===== src/rtl/nbs_pkg.sv =====
package nbs_pkg;

   typedef enum logic [2:0] {
      OP_LSH    = 3'd0,
      OP_ASH    = 3'd1,
      OP_EXP    = 3'd2,
      OP_NORM   = 3'd3,
      OP_DENORM = 3'd4,
      OP_BLK    = 3'd5
   } nbs_op_e;

endpackage


===== src/rtl/nbs_lead.sv =====
// Counts sign bits that repeat below the MSB (redundant sign bits).
module nbs_lead #(
   parameter int W = 16,
   localparam int CW = $clog2(W) + 1
) (
   input  logic [W-1:0]  din,
   output logic [CW-1:0] cnt
);

   generate
      if (W < 4) begin : g_bad_w
         $error("nbs_lead: W must be at least 4");
      end
   endgenerate

   always_comb begin
      logic run;
      cnt = '0;
      run = 1'b1;
      for (int i = W - 2; i >= 0; i--) begin
         if (run && (din[i] == din[W-1])) cnt = cnt + 1'b1;
         else                             run = 1'b0;
      end
   end

endmodule


===== src/rtl/nbs_shift.sv =====
// Bidirectional shifter with selectable fill and saturation for large amounts.
module nbs_shift #(
   parameter int W      = 32,
   parameter int MAG_W  = 7,
   parameter bit STAGED = 1'b1,
   localparam int ST    = $clog2(W)
) (
   input  logic [W-1:0]     data,
   input  logic             left,
   input  logic             fill,
   input  logic [MAG_W-1:0] mag,
   output logic [W-1:0]     dout
);

   generate
      if (MAG_W <= ST) begin : g_bad_mag
         $error("nbs_shift: MAG_W must exceed log2(W)");
      end
      if ((1 << ST) != W) begin : g_bad_pow
         $error("nbs_shift: W must be a power of two");
      end
   endgenerate

   logic [W-1:0] core;
   logic         over;

   assign over = |mag[MAG_W-1:ST];

   generate
      if (STAGED) begin : g_log
         logic [W-1:0] stg [0:ST];
         assign stg[0] = data;
         for (genvar i = 0; i < ST; i++) begin : g_stage
            localparam int K = 1 << i;
            assign stg[i+1] = !mag[i] ? stg[i]
                            : left    ? {stg[i][W-1-K:0], {K{1'b0}}}
                            :           {{K{fill}}, stg[i][W-1:K]};
         end
         assign core = stg[ST];
      end else begin : g_flat
         logic [2*W-1:0] wide;
         assign wide = {{W{fill}}, data} >> mag[ST-1:0];
         assign core = left ? (data << mag[ST-1:0]) : wide[W-1:0];
      end
   endgenerate

   assign dout = over ? (left ? '0 : {W{fill}}) : core;

   always_comb begin
      if (mag == '0) begin
         assert_zero_amount_identity_R4 : assert (dout == data);
      end
   end

endmodule


===== src/rtl/nbs_top.sv =====
module nbs_top
   import nbs_pkg::*;
#(
   parameter int DATA_W = 16,
   parameter int SH_W   = 7,
   parameter bit STAGED = 1'b1
) (
   input  logic              clk,
   input  logic              rst_n,
   input  logic              valid_in,
   input  logic [2:0]        op,
   input  logic              hi_sel,
   input  logic [DATA_W-1:0] din,
   input  logic [SH_W-1:0]   amt,
   output logic              valid_out,
   output logic [DATA_W-1:0] res_hi,
   output logic [DATA_W-1:0] res_lo,
   output logic [SH_W-1:0]   exp_out
);

   localparam int RES_W = 2 * DATA_W;
   localparam int CW    = $clog2(DATA_W) + 1;
   localparam logic signed [SH_W-1:0] BLK_INIT = -SH_W'(DATA_W - 1);

   generate
      if ((1 << (SH_W - 1)) < RES_W) begin : g_bad_sh
         $error("nbs_top: SH_W too narrow for a full-width shift amount");
      end
   endgenerate

   nbs_op_e op_e;
   assign op_e = nbs_op_e'(op);

   // placement of the word into the wide field
   logic             arith;
   logic [RES_W-1:0] placed;
   assign arith  = (op_e != OP_LSH);
   assign placed = hi_sel ? {din, {DATA_W{1'b0}}}
                          : {(arith ? {DATA_W{din[DATA_W-1]}} : {DATA_W{1'b0}}), din};

   // redundant sign count and exponent
   logic [CW-1:0]          rsb;
   logic signed [SH_W-1:0] exp_now;
   nbs_lead #(.W(DATA_W)) u_lead (.din(din), .cnt(rsb));
   assign exp_now = -$signed(SH_W'(rsb));

   // shift control
   logic            amt_neg;
   logic [SH_W-1:0] amt_mag;
   logic            sh_left, sh_fill;
   logic [SH_W-1:0] sh_mag;
   logic [RES_W-1:0] sh_out;

   assign amt_neg = amt[SH_W-1];
   assign amt_mag = amt_neg ? (~amt + 1'b1) : amt;

   always_comb begin
      sh_left = 1'b1;
      sh_fill = 1'b0;
      sh_mag  = '0;
      unique case (op_e)
         OP_LSH: begin
            sh_left = !amt_neg;
            sh_mag  = amt_mag;
         end
         OP_ASH: begin
            sh_left = !amt_neg;
            sh_fill = amt_neg & placed[RES_W-1];
            sh_mag  = amt_mag;
         end
         OP_NORM: begin
            sh_mag  = SH_W'(rsb);
         end
         OP_DENORM: begin
            sh_left = 1'b0;
            sh_fill = placed[RES_W-1];
            sh_mag  = amt_mag;
         end
         default: ;
      endcase
   end

   nbs_shift #(.W(RES_W), .MAG_W(SH_W), .STAGED(STAGED)) u_shift (
      .data(placed), .left(sh_left), .fill(sh_fill), .mag(sh_mag), .dout(sh_out)
   );

   // block exponent
   logic signed [SH_W-1:0] blk_q, blk_d;
   assign blk_d = (exp_now > blk_q) ? exp_now : blk_q;

   logic [RES_W-1:0] res_d;
   logic [SH_W-1:0]  exp_d;
   always_comb begin
      res_d = '0;
      exp_d = '0;
      case (op_e)
         OP_LSH, OP_ASH, OP_DENORM: res_d = sh_out;
         OP_NORM: begin
            res_d = sh_out;
            exp_d = exp_now;
         end
         OP_EXP: exp_d = exp_now;
         OP_BLK: exp_d = blk_d;
         default: ;
      endcase
   end

   always_ff @(posedge clk or negedge rst_n) begin
      if (!rst_n) begin
         valid_out <= 1'b0;
         res_hi    <= '0;
         res_lo    <= '0;
         exp_out   <= '0;
         blk_q     <= BLK_INIT;
      end else begin
         valid_out <= valid_in;
         if (valid_in) begin
            res_hi  <= res_d[RES_W-1:DATA_W];
            res_lo  <= res_d[DATA_W-1:0];
            exp_out <= exp_d;
            if (op_e == OP_BLK) blk_q <= blk_d;
         end
      end
   end

   // assertions
   assert_strobe_follows_R2 : assert property (@(posedge clk) disable iff (!rst_n)
      valid_in |=> valid_out);
   assert_idle_holds_R2 : assert property (@(posedge clk) disable iff (!rst_n)
      !valid_in |=> (!valid_out && $stable(res_hi) && $stable(res_lo) && $stable(exp_out)));
   assert_lsh_zero_pass_R4 : assert property (@(posedge clk) disable iff (!rst_n)
      (valid_in && op == 3'd0 && hi_sel && amt == '0) |=> (res_hi == $past(din) && res_lo == '0));
   assert_norm_leading_R7 : assert property (@(posedge clk) disable iff (!rst_n)
      (valid_in && op == 3'd3 && hi_sel && din != '0 && din != '1)
      |=> (res_hi[DATA_W-1] != res_hi[DATA_W-2]));
   assert_blk_never_falls_R9 : assert property (@(posedge clk) disable iff (!rst_n)
      blk_q >= $past(blk_q));
   assert_spare_codes_zero_R10 : assert property (@(posedge clk) disable iff (!rst_n)
      (valid_in && op[2:1] == 2'b11) |=> (res_hi == '0 && res_lo == '0 && exp_out == '0));

endmodule


===== config.mk =====
export PLATFORM = sky130hd
export DESIGN_NAME = nbs_top
export DESIGN_NICKNAME = d
export VERILOG_FILES = /design/src/rtl/nbs_pkg.sv /design/src/rtl/nbs_lead.sv /design/src/rtl/nbs_shift.sv /design/src/rtl/nbs_top.sv
export SDC_FILE = /design/constraint.sdc
export NUM_CORES = 1
export LEC_CHECK = 0
export BUFFER_PORTS_ARGS = -buffer_cell sky130_fd_sc_hd__buf_2
export CAP_MARGIN = 0
export CORE_MARGIN = 1.5
export CORE_UTILIZATION = 63
export CTS_CLUSTER_SIZE = 25
export DETAILED_ROUTE_END_ITERATION = 7
export PLACE_DENSITY = 0.89
export SLEW_MARGIN = 20
export SYNTH_ARGS = -nofsm -noshare
export SYNTH_HDL_FRONTEND = slang
export SYNTH_HIERARCHICAL = 1
export SYNTH_SLANG_ARGS = --single-unit

===== constraint.sdc =====
create_clock -name clk -period 2.7 [get_ports clk]
set_input_delay 0.405 -clock clk [delete_from_list [all_inputs] [get_ports clk]]
set_output_delay 0.405 -clock clk [all_outputs]
set_load 0.1 [all_outputs]

==> results of run 1 <==
-- stage by stage --
stage	utilization	instances	area, sq um	hold WS (ns)
floorplan	-	1196	9036	0.1094
global placement	0.9056	1744	12040	0.4924
detailed placement	0.9062	1744	12050	0.5052
-- cells by family after synthesis --
family / after synthesis / synth area share
AO/OA/AOI/OAI: 425 / 0.3293
XOR/XNOR: 32 / 0.04167
adder cells (fa/ha/maj): 22 / 0.03176
buffers and inverters: 153 / 0.08770
flip-flops: 47 / 0.1375
multiplexers: 112 / 0.1458
AND/OR/NAND/NOR: 405 / 0.2263
-- synthesized netlist by cell type (9+ instances only) --
| cell | number |
|---|---|
| nand2_1 | 123 |
| nor2_1 | 113 |
| o21ai_0 | 107 |
| a21oi_1 | 90 |
| mux2i_1 | 82 |
| inv_1 | 63 |
| clkbuf_1 | 43 |
| dfrtp_1 | 43 |
| nor3_1 | 35 |
| a211oi_1 | 34 |
| o211ai_1 | 27 |
| nor2b_1 | 26 |
| nand3_1 | 24 |
| a21o_1 | 23 |
| o22ai_1 | 22 |
| ha_1 | 21 |
| buf_2 | 17 |
| mux2_2 | 17 |
| nand2b_1 | 17 |
| xnor2_1 | 16 |
| a31oi_1 | 14 |
| o221ai_1 | 13 |
| and2_1 | 12 |
| buf_6 | 12 |
| and3_1 | 10 |
| xor2_1 | 10 |
| buf_4 | 9 |
| nand4_1 | 9 |
==> metrics.md, run 1 <==
| Metric | Value |
|---|---|
| Number of flops mapped to enable cells by yosys | 0 |
| Max clock buf depth | 2 |
| Synth unique cells | 93 |
| Primary FF master, synth | dfrtp_1 |
| Clock sink total | 47 |
| Part of the Yosys area used for sequential elements | 0.1375 |
| Post-CTS Resized | 231 |
| Initial Util | 0.6460 |
| CTS Buf Count | 5 |
| Syn Std Cell Area | 0.008588 sq mm |
| Port Buf Inserts | 69 |
| Syn Inst Count | 1196 |
| Run Error | [ERROR DPL-0038] Utilization greater than 100%, impossible to legalize |
| Number of H-tree levels | 2 |
| Die Span X | 119.8 um |
| Avg Cell Area, Syn | 7.181 sq um |
| Die Height | 119.8 um |
| Synth top area share | 0.1253 |
| Setup bufs post-CTS | 46 |
| Synth warn | 6 |
| #FFs+latches synth | 47 |
| Status | stopped before the end |
| Ys async rst share | 1.000 |
| Pre-CTS setup slack | -5.738 ns |
| Top cells by area, synth | dfrtp_1, mux2i_1, o21ai_0 |
| CTS root buf | clkbuf_16 |
| Net count after synthesis | 1247 |
| CTS Hold Bufs | 0 |
| Cell taking the most area after synthesis | dfrtp_1 |
| Post-DP HPWL | 35.54 mm |
| Final GP Congestion | 1.226 |
| FP Rows | 42 |
| Last stage | clock tree synthesis |
| # IOs | 70 |
==> run 2: changes to the inputs <==
- CORE_UTILIZATION: 63 -> 40
- CTS_CLUSTER_SIZE: 25 -> default
- PLACE_DENSITY: 0.89 -> default
- PLACE_DENSITY_LB_ADDON: default -> 0.15
==> run 2 against run 1 <==
Against the previous run: the flow now finishes, with violations (setup timing); synthesized area is the same; synthesized cell count is the same.
==> metrics.md, run 2 <==
| Metric | Value |
|---|---|
| Status | finished with violations (was stopped before the end) |
| Failing checks | setup timing |
| Slew Viols, Final | 0 |
| Max IR drop VDD | 555.2 uV |
| Worst Setup Slack, final | -5.122 ns |
| Part of the Yosys area used for sequential elements | 0.1375 (unchanged) |
| CTS root buf | clkbuf_16 (unchanged) |
| Slowest CP cell | or3_1 |
| Avg Cell Area, Syn | 7.181 sq um (unchanged) |
| Drt initial violations | 1063 |
| First-pass GRT wire length | 61.91 mm |
| Most common cell after layout, fill and taps aside | buf_4 |
| DRC | 0 |
| CTS Buf Count | 5 (unchanged) |
| # IOs | 70 (unchanged) |
| Cell taking the most area after synthesis | dfrtp_1 (unchanged) |
| Clk pwr share | 0.124 |
| Max Cap Violations | 0 |
| Top cells by area, synth | dfrtp_1, mux2i_1, o21ai_0 (unchanged) |
| Hold Path Class | input pin to asynchronous set/reset pin |
| Max clock buf depth | 2 (unchanged) |
| #FFs+latches synth | 47 (unchanged) |
| Port Buf Inserts | 69 (unchanged) |
| Final GP Congestion | 1.071 (was 1.226) |
| Total GRT Usage | 0.3559 |
| CP startpoint kind | input pin |
| Arrival time at the worst endpoint | 8.01 ns |
| Number of cells on the worst reg-to-reg path | 8 |
| Leading cell type by number of instances after synthesis | nand2_1 (unchanged) |
| Worst-path clk slew | 0.07 ns |
| Pin count of the biggest net entering global routing | 48 |
| Final hold violation count | 0 |
| Syn-to-layout area delta | 74.77% |
| Vias in the first global route | 11220 |
| Kind of critical path | input pin to register |
| Post-DP HPWL | 30.75 mm (was 35.54 mm) |
| GR Overflow Total | 0 |
| Synth unique cells | 93 (unchanged) |
| Worst path required time | 2.88 ns |
| Layout cell share with drive strength beyond 1 | 0.5180 |
| Number of flops mapped to enable cells by yosys | 0 (unchanged) |
| Filler cells | 1639 |
| Register share of total power | 0.144 |
| Syn Inst Count | 1196 (unchanged) |
| Crit-path max cell delay | 0.41 ns |
| Clk_skew | 0.002834 ns |
| Die Span X | 149.5 um (was 119.8 um) |
| Max_slew headroom | 0.6165 |
| Synth top area share | 0.1253 (unchanged) |
| Primary FF master, synth | dfrtp_1 (unchanged) |
| Clock sink total | 47 (unchanged) |
| CTS tree | yes |
| Syn Std Cell Area | 0.008588 sq mm (unchanged) |
| Worst skew pair latency | 0.30 ns |
| Switching Share | 0.4793 |
| Fin nets | 1745 |
| DR vias | 11830 |
| Synth cell count leaders | nand2_1, nor2_1, o21ai_0 (unchanged) |
| Largest regs | res_hi: 16 flops, res_lo: 16 flops |
| Top cell by count, worst path | ha_4 |
| Core Area | 0.02102 sq mm |
| Setup TNS Final | -224.22 ns |
| Hold Worst Slack | 0.1034 ns |
| CP max FO | 7 |
| Leakage | 6.660 nW |
| Ys async rst share | 1.000 (unchanged) |
| CP Capture Type | register |
| Tmin final | 7.822 ns |
| Total power | 6.650 mW |
| Net count after synthesis | 1247 (unchanged) |
| Die footprint | 0.02236 sq mm |
| Number of routed nets with antenna violations | 0 |
| Number of H-tree levels | 2 (unchanged) |
| Via-to-Cell Ratio | 6.001 |
| Initial Util | 0.4085 (was 0.6460) |
| Switching power | 3.187 mW |
| WL/cell | 21.18 um |
| Final setup vio count | 46 |
| Unrepaired setup endpoints after global routing | yes |
| FP Rows | 53 (was 42) |
| Fmax | 127.8 MHz |
| PwrDens | 443.0 mW/mm^2 |
| Synth warn | 6 (unchanged) |
| Worst Tran Pin Value | 0.5608 ns |
| Tcrit/Tclk final | 2.897 |
| Initial antenna violation count | 1 |
| Drt total wl | 41.74 mm |
| Logic pwr share | 0.733 |
| Most frequent cells in the layout | buf_4, nand2_1, nor2_1, mux2i_1, buf_2 |
| DR pass1 iterations | 6 |
| Die Height | 149.5 um (was 119.8 um) |
| Internal power | 3.463 mW |
## run 2: final cells by class
type	count	area, sq um	area share
repair buffers	577	4695	0.3128
diodes	1	2.502	0.0001667
clock buffers	6	128.9	0.008586
clock inverters	2	60.06	0.004001
inverters	65	247.7	0.01651
multi-input cells	998	8351	0.5564
flip-flops and latches	47	1181	0.07869
well taps	275	344.1	0.02292
## run 2: worst paths after layout
path,slack (ns),startpoint,end
setup reg to reg,0.38,blk_q[6],blk_q[2]
setup / recovery,-5.12,din[14],blk_q[2]
hold reg to reg,0.51,res_hi[7],res_hi[7]
min in group clk,0.51,res_hi[7],res_hi[7]
hold / removal,0.10,rst_n,res_hi[12]
max in group asynchronous,2.20,rst_n,blk_q[1]
## run 2: layer usage
metal  part of all wire  track usage  vias up
met5                  0            0        -
met4              0.062       0.2025        0
met3              0.079      0.05549      156
met2               0.46       0.5779      643
met1               0.40       0.4471     5618
li1                   -            -     5411
## run 2: kinds of logic after synthesis
logic type	Yosys count	synth area share
XOR/XNOR	32	0.04167
multiplexers	112	0.1458
flip-flops	47	0.1375
adder cells (fa/ha/maj)	22	0.03176
AND/OR/NAND/NOR	405	0.2263
AO/OA/AOI/OAI	425	0.3293
buffers and inverters	153	0.08770
## run 2: power by group through the flow
| stage | logic (mW) | registers (mW) | clock network, mW |
|---|---|---|---|
| final | 4.87 | 0.955 | 0.822 |
| after floorplan | 1.85 | 1.61 | 0 |
| after global placement | 3.92 | 0.968 | 0 |
| after global routing | 5.10 | 0.974 | 0.856 |
| after detailed placement | 3.95 | 0.969 | 0 |
| after CTS | 4.38 | 0.958 | 0.822 |
## run 2: repair_timing
action | in CTS | in global routing
gates cloned | 4 | 2
hold buffers | 0 | 0
hold endpoints to repair | 0 | 0
buffers inserted | 31 | 55
gates resized for setup | 202 | 156
setup endpoints to repair | 46 | 46
pin swaps | 102 | 92
## run 2: stage by stage
step | setup WS [ns] | utilization | cell area (sq um) | instances
after floorplan | -5.197 | - | 9036 | 1196
after global placement | -5.130 | 0.5925 | 12450 | 1885
after detailed placement | -5.337 | 0.5925 | 12450 | 1885
after CTS | -4.808 | 0.6582 | 13840 | 1919
after global routing | -5.565 | 0.7139 | 15010 | 1970
final | -5.122 | 0.7140 | 15010 | 1971
## run 2: critical path: cells and delay by family
family,cells,cell delay (ns)
AOI/OAI and AO/OA,17,2.70
adders and majority gates,8,1.97
and+or+nand+nor,10,1.82
muxes,2,0.46
buffers and inverters,4,0.37
xor gates and xnor gates,1,0.28
(Power assumes the default switching activity.)
